### src/rtl/tapseq_pkg.sv
// Shared types and helpers for the tap stepping sequencer.
// Assumes time values in ns and clock rates in Hz fit in 64-bit arithmetic.
package tapseq_pkg;

    typedef enum logic [2:0] {
        ST_IDLE,   // waiting for a command, part deselected
        ST_SETUP,  // part selected, direction settling before the first edge
        ST_LOW,    // step line low (one move made at entry)
        ST_HIGH,   // step line high between moves
        ST_FINAL,  // step high settle before a storing release
        ST_DESEL,  // select released, store or discard recovery
        ST_RECOV   // step returned high after a discard, direction hold
    } seq_state_t;

    // Converts a minimum time in ns to whole clock cycles, rounding up, at least one.
    function automatic int unsigned cycles_for(input longint unsigned ns,
                                               input longint unsigned hz);
        longint unsigned c;
        c = (ns * hz + 64'd999_999_999) / 64'd1_000_000_000;
        if (c == 64'd0) c = 64'd1;
        return 32'(c);
    endfunction

    // Larger of two cycle counts.
    function automatic int unsigned larger(input int unsigned a, input int unsigned b);
        return (a > b) ? a : b;
    endfunction

endpackage

### src/rtl/tapseq_timer.sv
// Down-counting interval timer.
// A load of N-1 makes 'zero' true in the N-th cycle after the load edge, so a
// state that loads on entry and leaves on 'zero' lasts exactly N cycles.
module tapseq_timer #(
    parameter int unsigned CW = 8
) (
    input  logic          clk,
    input  logic          rst_n,
    input  logic          load,
    input  logic [CW-1:0] load_val,
    output logic          zero
);

    logic [CW-1:0] cnt;

    // Reload on request, otherwise count down and rest at zero.
    always_ff @(posedge clk) begin
        if (!rst_n) begin
            cnt <= '0;
        end else if (load) begin
            cnt <= load_val;
        end else if (cnt != '0) begin
            cnt <= cnt - CW'(1);
        end
    end

    assign zero = (cnt == '0);

endmodule

### src/rtl/tapseq_planner.sv
// Works out the move for one command: destination, direction and pulse count.
// Assumes the tracked position is already in range. A destination above the top
// tap is clamped, and a homing request always plans a full-span downward run.
module tapseq_planner #(
    parameter int unsigned TAPS  = 32,
    parameter int unsigned POS_W = 5
) (
    input  logic [POS_W-1:0] cur_pos,
    input  logic [POS_W-1:0] target,
    input  logic             home,
    output logic             up,
    output logic [POS_W-1:0] count,
    output logic [POS_W-1:0] dest
);

    localparam logic [POS_W-1:0] TOP = POS_W'(TAPS - 1);

    // Direction and distance between the tracked and the requested tap.
    always_comb begin
        if (home) begin
            dest  = '0;
            up    = 1'b0;
            count = TOP;
        end else begin
            dest  = (target > TOP) ? TOP : target;
            up    = (dest > cur_pos);
            count = up ? (dest - cur_pos) : (cur_pos - dest);
        end
    end

endmodule

### src/rtl/tapseq_tracker.sv
// Keeps the assumed wiper position, one step per falling step edge.
// Saturates at both ends, as the physical wiper does.
module tapseq_tracker #(
    parameter int unsigned TAPS  = 32,
    parameter int unsigned POS_W = 5
) (
    input  logic             clk,
    input  logic             rst_n,
    input  logic             step_evt,
    input  logic             up,
    output logic [POS_W-1:0] pos
);

    localparam logic [POS_W-1:0] TOP = POS_W'(TAPS - 1);

    // Saturating up/down position register.
    always_ff @(posedge clk) begin
        if (!rst_n) begin
            pos <= '0;
        end else if (step_evt) begin
            if (up && pos != TOP) begin
                pos <= pos + POS_W'(1);
            end else if (!up && pos != '0) begin
                pos <= pos - POS_W'(1);
            end
        end
    end

endmodule

### src/rtl/tapseq_sequencer.sv
// Host-side sequencer for a three-wire stepped potentiometer.
// Takes one command at a time, plans the move, plays out the step pulses under
// the minimum timing given in ns, and releases the part with a store or a discard.
// Assumes the part's wiper equals the tracked position, which holds after reset
// only once a homing command has run.
module tapseq_sequencer
    import tapseq_pkg::*;
#(
    parameter int unsigned TAPS            = 32,
    parameter int unsigned CLK_HZ          = 50_000_000,
    parameter int unsigned T_SEL_SETUP_NS  = 100,
    parameter int unsigned T_DIR_SETUP_NS  = 2_900,
    parameter int unsigned T_DIR_HOLD_NS   = 100,
    parameter int unsigned T_STEP_LOW_NS   = 1_000,
    parameter int unsigned T_STEP_HIGH_NS  = 1_000,
    parameter int unsigned T_STEP_PER_NS   = 4_000,
    parameter int unsigned T_SETTLE_NS     = 1_000,
    parameter int unsigned T_STORE_REC_NS  = 10_000_000,
    parameter int unsigned T_DISC_REC_NS   = 100,
    localparam int unsigned POS_W          = $clog2(TAPS)
) (
    input  logic             clk,
    input  logic             rst_n,
    input  logic             cmd_valid,
    output logic             cmd_ready,
    input  logic [POS_W-1:0] cmd_target,
    input  logic             cmd_store,
    input  logic             cmd_init,
    output logic             done,
    output logic             sel_n,
    output logic             step_n,
    output logic             dir_up,
    output logic [POS_W-1:0] pos_out
);

    // Minimum times in clock cycles.
    localparam int unsigned C_SEL   = cycles_for(T_SEL_SETUP_NS, CLK_HZ);
    localparam int unsigned C_DSU   = cycles_for(T_DIR_SETUP_NS, CLK_HZ);
    localparam int unsigned C_DHOLD = cycles_for(T_DIR_HOLD_NS, CLK_HZ);
    localparam int unsigned C_LOW   = cycles_for(T_STEP_LOW_NS, CLK_HZ);
    localparam int unsigned C_HIGH  = cycles_for(T_STEP_HIGH_NS, CLK_HZ);
    localparam int unsigned C_PER   = cycles_for(T_STEP_PER_NS, CLK_HZ);
    localparam int unsigned C_FIN   = cycles_for(T_SETTLE_NS, CLK_HZ);
    localparam int unsigned C_STORE = cycles_for(T_STORE_REC_NS, CLK_HZ);
    localparam int unsigned C_DISC  = cycles_for(T_DISC_REC_NS, CLK_HZ);

    // State durations built from the minimums.
    localparam int unsigned D_SETUP   = larger(C_SEL, C_DSU);
    localparam int unsigned D_LOW     = C_LOW;
    localparam int unsigned D_LOWLAST = larger(C_LOW, C_FIN);
    localparam int unsigned D_HIGH    = larger(C_HIGH, (C_PER > C_LOW) ? (C_PER - C_LOW) : 1);
    localparam int unsigned D_FIN     = C_FIN;
    localparam int unsigned D_STORE   = C_STORE;
    localparam int unsigned D_DISC    = C_DISC;
    localparam int unsigned D_RECOV   = C_DHOLD;
    localparam int unsigned D_MAX     = larger(larger(larger(D_SETUP, D_LOWLAST), larger(D_HIGH, D_FIN)),
                                               larger(larger(D_STORE, D_DISC), larger(D_RECOV, D_LOW)));
    localparam int unsigned CW        = $clog2(D_MAX + 1);

    localparam logic [CW-1:0] L_SETUP   = CW'(D_SETUP - 1);
    localparam logic [CW-1:0] L_LOW     = CW'(D_LOW - 1);
    localparam logic [CW-1:0] L_LOWLAST = CW'(D_LOWLAST - 1);
    localparam logic [CW-1:0] L_HIGH    = CW'(D_HIGH - 1);
    localparam logic [CW-1:0] L_FIN     = CW'(D_FIN - 1);
    localparam logic [CW-1:0] L_STORE   = CW'(D_STORE - 1);
    localparam logic [CW-1:0] L_DISC    = CW'(D_DISC - 1);
    localparam logic [CW-1:0] L_RECOV   = CW'(D_RECOV - 1);

    seq_state_t       state, nxt;
    logic             tmr_load, tmr_zero, step_evt, accept;
    logic [CW-1:0]    tmr_val;
    logic [POS_W-1:0] remain;
    logic             store_q, up_q;
    logic             plan_up;
    logic [POS_W-1:0] plan_count, plan_dest;
    logic             sel_n_q, step_n_q, done_q;

    tapseq_planner #(.TAPS(TAPS), .POS_W(POS_W)) u_plan (
        .cur_pos (pos_out),
        .target  (cmd_target),
        .home    (cmd_init),
        .up      (plan_up),
        .count   (plan_count),
        .dest    (plan_dest)
    );

    tapseq_tracker #(.TAPS(TAPS), .POS_W(POS_W)) u_track (
        .clk      (clk),
        .rst_n    (rst_n),
        .step_evt (step_evt),
        .up       (up_q),
        .pos      (pos_out)
    );

    tapseq_timer #(.CW(CW)) u_tmr (
        .clk      (clk),
        .rst_n    (rst_n),
        .load     (tmr_load),
        .load_val (tmr_val),
        .zero     (tmr_zero)
    );

    // Step into the next pulse, choosing the longer low time for a discarding last move.
    function automatic logic [CW-1:0] low_len(input logic [POS_W-1:0] left, input logic keep);
        return (left == POS_W'(1) && !keep) ? L_LOWLAST : L_LOW;
    endfunction

    // Next-state, timer-load and step-event decode.
    always_comb begin
        nxt      = state;
        tmr_load = 1'b0;
        tmr_val  = '0;
        step_evt = 1'b0;
        accept   = 1'b0;
        unique case (state)
            ST_IDLE: begin
                if (cmd_valid) begin
                    accept   = 1'b1;
                    tmr_load = 1'b1;
                    if (plan_count == '0 && !cmd_store) begin
                        nxt     = ST_RECOV;
                        tmr_val = L_RECOV;
                    end else begin
                        nxt     = ST_SETUP;
                        tmr_val = L_SETUP;
                    end
                end
            end
            ST_SETUP, ST_HIGH: begin
                if (tmr_zero) begin
                    tmr_load = 1'b1;
                    if (remain != '0) begin
                        nxt      = ST_LOW;
                        step_evt = 1'b1;
                        tmr_val  = low_len(remain, store_q);
                    end else begin
                        nxt     = ST_FINAL;
                        tmr_val = L_FIN;
                    end
                end
            end
            ST_LOW: begin
                if (tmr_zero) begin
                    tmr_load = 1'b1;
                    if (remain == '0 && !store_q) begin
                        nxt     = ST_DESEL;
                        tmr_val = L_DISC;
                    end else begin
                        nxt     = ST_HIGH;
                        tmr_val = L_HIGH;
                    end
                end
            end
            ST_FINAL: begin
                if (tmr_zero) begin
                    nxt      = ST_DESEL;
                    tmr_load = 1'b1;
                    tmr_val  = L_STORE;
                end
            end
            ST_DESEL: begin
                if (tmr_zero) begin
                    if (store_q) begin
                        nxt = ST_IDLE;
                    end else begin
                        nxt      = ST_RECOV;
                        tmr_load = 1'b1;
                        tmr_val  = L_RECOV;
                    end
                end
            end
            ST_RECOV: begin
                if (tmr_zero) nxt = ST_IDLE;
            end
            default: nxt = ST_IDLE;
        endcase
    end

    // State, command latches and remaining-move count.
    always_ff @(posedge clk) begin
        if (!rst_n) begin
            state   <= ST_IDLE;
            remain  <= '0;
            store_q <= 1'b0;
            up_q    <= 1'b0;
        end else begin
            state <= nxt;
            if (accept) begin
                store_q <= cmd_store;
                remain  <= plan_count;
                if (plan_count != '0) up_q <= plan_up;
            end else if (step_evt) begin
                remain <= remain - POS_W'(1);
            end
        end
    end

    // Registered line drivers and completion pulse, decoded from the next state.
    always_ff @(posedge clk) begin
        if (!rst_n) begin
            sel_n_q  <= 1'b1;
            step_n_q <= 1'b1;
            done_q   <= 1'b0;
        end else begin
            sel_n_q  <= !(nxt == ST_SETUP || nxt == ST_LOW || nxt == ST_HIGH || nxt == ST_FINAL);
            step_n_q <= !(nxt == ST_LOW || (nxt == ST_DESEL && !store_q));
            done_q   <= (nxt == ST_IDLE) && (state != ST_IDLE);
        end
    end

    assign cmd_ready = (state == ST_IDLE);
    assign sel_n     = sel_n_q;
    assign step_n    = step_n_q;
    assign dir_up    = up_q;
    assign done      = done_q;

    // plan_dest is implied by the step count; keep it visible for review.
    logic unused_dest;
    assign unused_dest = ^plan_dest;

endmodule

### config.mk
export PLATFORM = sky130hd
export DESIGN_NAME = tapseq_sequencer
export DESIGN_NICKNAME = d
export VERILOG_FILES = /design/src/rtl/tapseq_pkg.sv /design/src/rtl/tapseq_timer.sv /design/src/rtl/tapseq_planner.sv /design/src/rtl/tapseq_tracker.sv /design/src/rtl/tapseq_sequencer.sv
export SDC_FILE = /design/constraint.sdc
export NUM_CORES = 1
export LEC_CHECK = 0
export BUFFER_PORTS_ARGS = -buffer_cell sky130_fd_sc_hd__clkbuf_2
export CAP_MARGIN = 30
export CORE_ASPECT_RATIO = 1.75
export CORE_MARGIN = 2
export CORE_UTILIZATION = 24
export DETAILED_ROUTE_END_ITERATION = 8
export PLACE_DENSITY = 0.47
export SKIP_CTS_REPAIR_TIMING = 1
export SKIP_LAST_GASP = 1
export SLEW_MARGIN = 20
export SYNTH_ARGS = -nofsm -noshare
export SYNTH_HDL_FRONTEND = slang
export SYNTH_HIERARCHICAL = 1
export SYNTH_SLANG_ARGS = --single-unit
### constraint.sdc
create_clock -name clk -period 5.1 [get_ports clk]
set_input_delay 0 -clock clk [delete_from_list [all_inputs] [get_ports clk]]
set_output_delay 0 -clock clk [all_outputs]
set_load 0.01 [all_outputs]
==> results_dict.tcl <==
set metrics [dict create \
    outcome "finished, final reports clean" \
    crit_slowest_cell "nor2_1" \
    cp.depth 13 \
    syn-instance-count 369 \
    final_cell_count_no_fill 550 \
    antenna_left 0 \
    antenna_found_initial 0 \
    grt_pass1_vias 2715 \
    dp_hpwl_um 6170 \
    wire_per_inst_um 14.2 \
    crit_start "u_tmr/cnt[0]" \
    cp_max_fo 17 \
    rows 53 \
    cts_buffers 5 \
    drc_errors 0 \
    worstSetupPathType "reg2reg" \
    peakVddDrop_mv 0.153 \
    seq_area_sq_um 741 \
    area_growth_pct 14.4 \
    drt-total-wl_um 7820 \
    syn_area_sq_mm 0.00295 \
    clkTransAtPathRegs_ns 0.06 \
    ys.warnings.count 6 \
    skew_ns 0.00568 \
    core_area_sq_mm 0.0120 \
    max_slew_margin_pct 42.7 \
    cp-start-kind "flop" \
    finalHoldViolCount 0 \
    fin_crit_sh_pct 73.4 \
    maxCapViolations 0 \
    via_per_inst 4.90 \
    clock_latency_ns 0.28 \
    cellPowerDensity_mw_per_mm2 451 \
    clock_path_buffers 2 \
    reg2reg_depth 13 \
    fin_hold_ws_ns 0.00265 \
    cts_tree "built" \
    grt-ovfl-total 0 \
    ios 20 \
    r2r_slack_ns 1.36 \
    slew_viol_final 0 \
    crit_buf_inv 4 \
    layout-drive-gt1-share_pct 15.6 \
    die_h_um 151 \
    die_area_sq_mm 0.0132 \
    n_fill_cell 1329 \
    worstMarginPinSlew_ns 0.857 \
    fin_setup_tns_ns 0 \
    antennaDiodeCount 0 \
    nets 413 \
    cts.sinks 37 \
    hold_path_class "in2reg" \
    firstDrtPassIters 4 \
    final_core_util_pct 28.1 \
    crit_path_end_kind "flop" \
    cpPeakStageDelay_ns 0.51 \
    grt_util_all_layers_pct 12.5 \
    drtIter0Drc 112 \
    rsz0062_at_grt "false" \
    cts_root_buffer "clkbuf_16" \
    die_w_um 87.8 \
    num_vias 2695 \
    r2r-end "u_tmr/cnt[15]" \
    placement.io_buffers 19 \
    grt_pass1_wl_um 13200 \
    leakagePower_nw 1.29 \
    worstPathRequired_ns 5.27 \
    multi_input_area_sq_mm 0.00201 \
    period_minus_slack_ns 3.74 \
    initial_utilization_pct 24.5 \
    finalSetupViolations 0 \
    finalPower_mw 1.52 \
    fmax_mhz 267 \
    htree_levels 2 \
    dp_cells 542 \
    cp_top_family "simple AND/OR/NAND/NOR gates" \
    grt_start_max_net_pins 31 \
    path_cells "inv_1, ha_1, nor4b_2, nand4_1, buf_4, nor2_1, inv_1, o21ai_0, buf_4, and2_1, nand2_1, and4_2, a2111oi_2" \
    worstSetupEndpoint "u_tmr/cnt[15]" \
    syn_area_per_cell_sq_um 7.99 \
    crit-reg2reg-launch "u_tmr/cnt[0]" \
    routabilityCongestion 0.856 \
    crit_arrival_ns 3.91 \
]
==> metrics by stage <==
| stage | worst slack [ns] | cell area (sq um) |
|---|---|---|
| final | 1.36 | 3370 |
| after floorplan | 1.80 | 2970 |
| after global routing | 0.908 | 3370 |
| after CTS | 1.28 | 3370 |
| after global placement | 1.30 | 3200 |
| after detailed placement | 1.32 | 3200 |
==> how the worst min path moves through the flow <==
stage	from	end	slack (ns)	depth (start not counted)
finish	cmd_store	store_q	0.003	3
global route	cmd_store	store_q	0.03	3
CTS	cmd_store	store_q	0.01	3
detailed placement	cmd_store	store_q	0.30	3
global placement	cmd_store	store_q	0.30	3
floorplan	cmd_store	store_q	0.14	2
==> registers in the layout, summed over array words and instances (netlist names) <==
name	count
state	3
done	1
u_track/pos	5
remain	5
store_q	1
u_tmr/cnt	19
dir_up	1
sel_n	1
step_n	1
==> layer usage <==
metal  vias up  global-route usage (%)  wire length (um)
met3        20                    1.75               198
met1      1254                    13.0              2960
met4         0                    4.85               266
met2        59                    24.4              4390
li1       1362                       -                 -
met5         -                       0                 0
==> layout by cell type (no fill, tap or decap), types with 7 or more instances in the layout <==
cell	n
nor2_1	22
nor4_1	8
nand2_1	39
nand3_1	12
ha_1	16
a211oi_1	7
a21oi_1	19
inv_1	30
nand2b_1	11
o21ai_0	21
mux2i_1	7
dfxtp_1	37
clkbuf_2	19
==> cell type report <==
cell class / instances / share of cell area, %
clock inverter: 1 / 0.891
tap: 165 / 6.12
multi-input combinational: 286 / 59.7
clock buffer: 7 / 4.23
sequential: 37 / 22.0
inverter: 32 / 3.56
timing repair buffer: 22 / 3.49
==> where the power goes <==
part	internal [mW]	switching [mW]	total, mW
clock network	0.245	0.123	0.368
logic	0.280	0.401	0.680
registers	0.362	0.109	0.471
total	0.886	0.633	1.52
==> worst register-to-register path: cells and delay by family, from the launching register on <==
family / cells / cell delay (ns)
AND/OR/NAND/NOR: 6 / 1.89
AO/OA/AOI/OAI: 2 / 0.47
flip-flops: 1 / 0.34
buffers and inverters: 4 / 0.69
adder cells (fa/ha/maj): 1 / 0.23
Note: power is estimated with default switching activity, not from simulation.
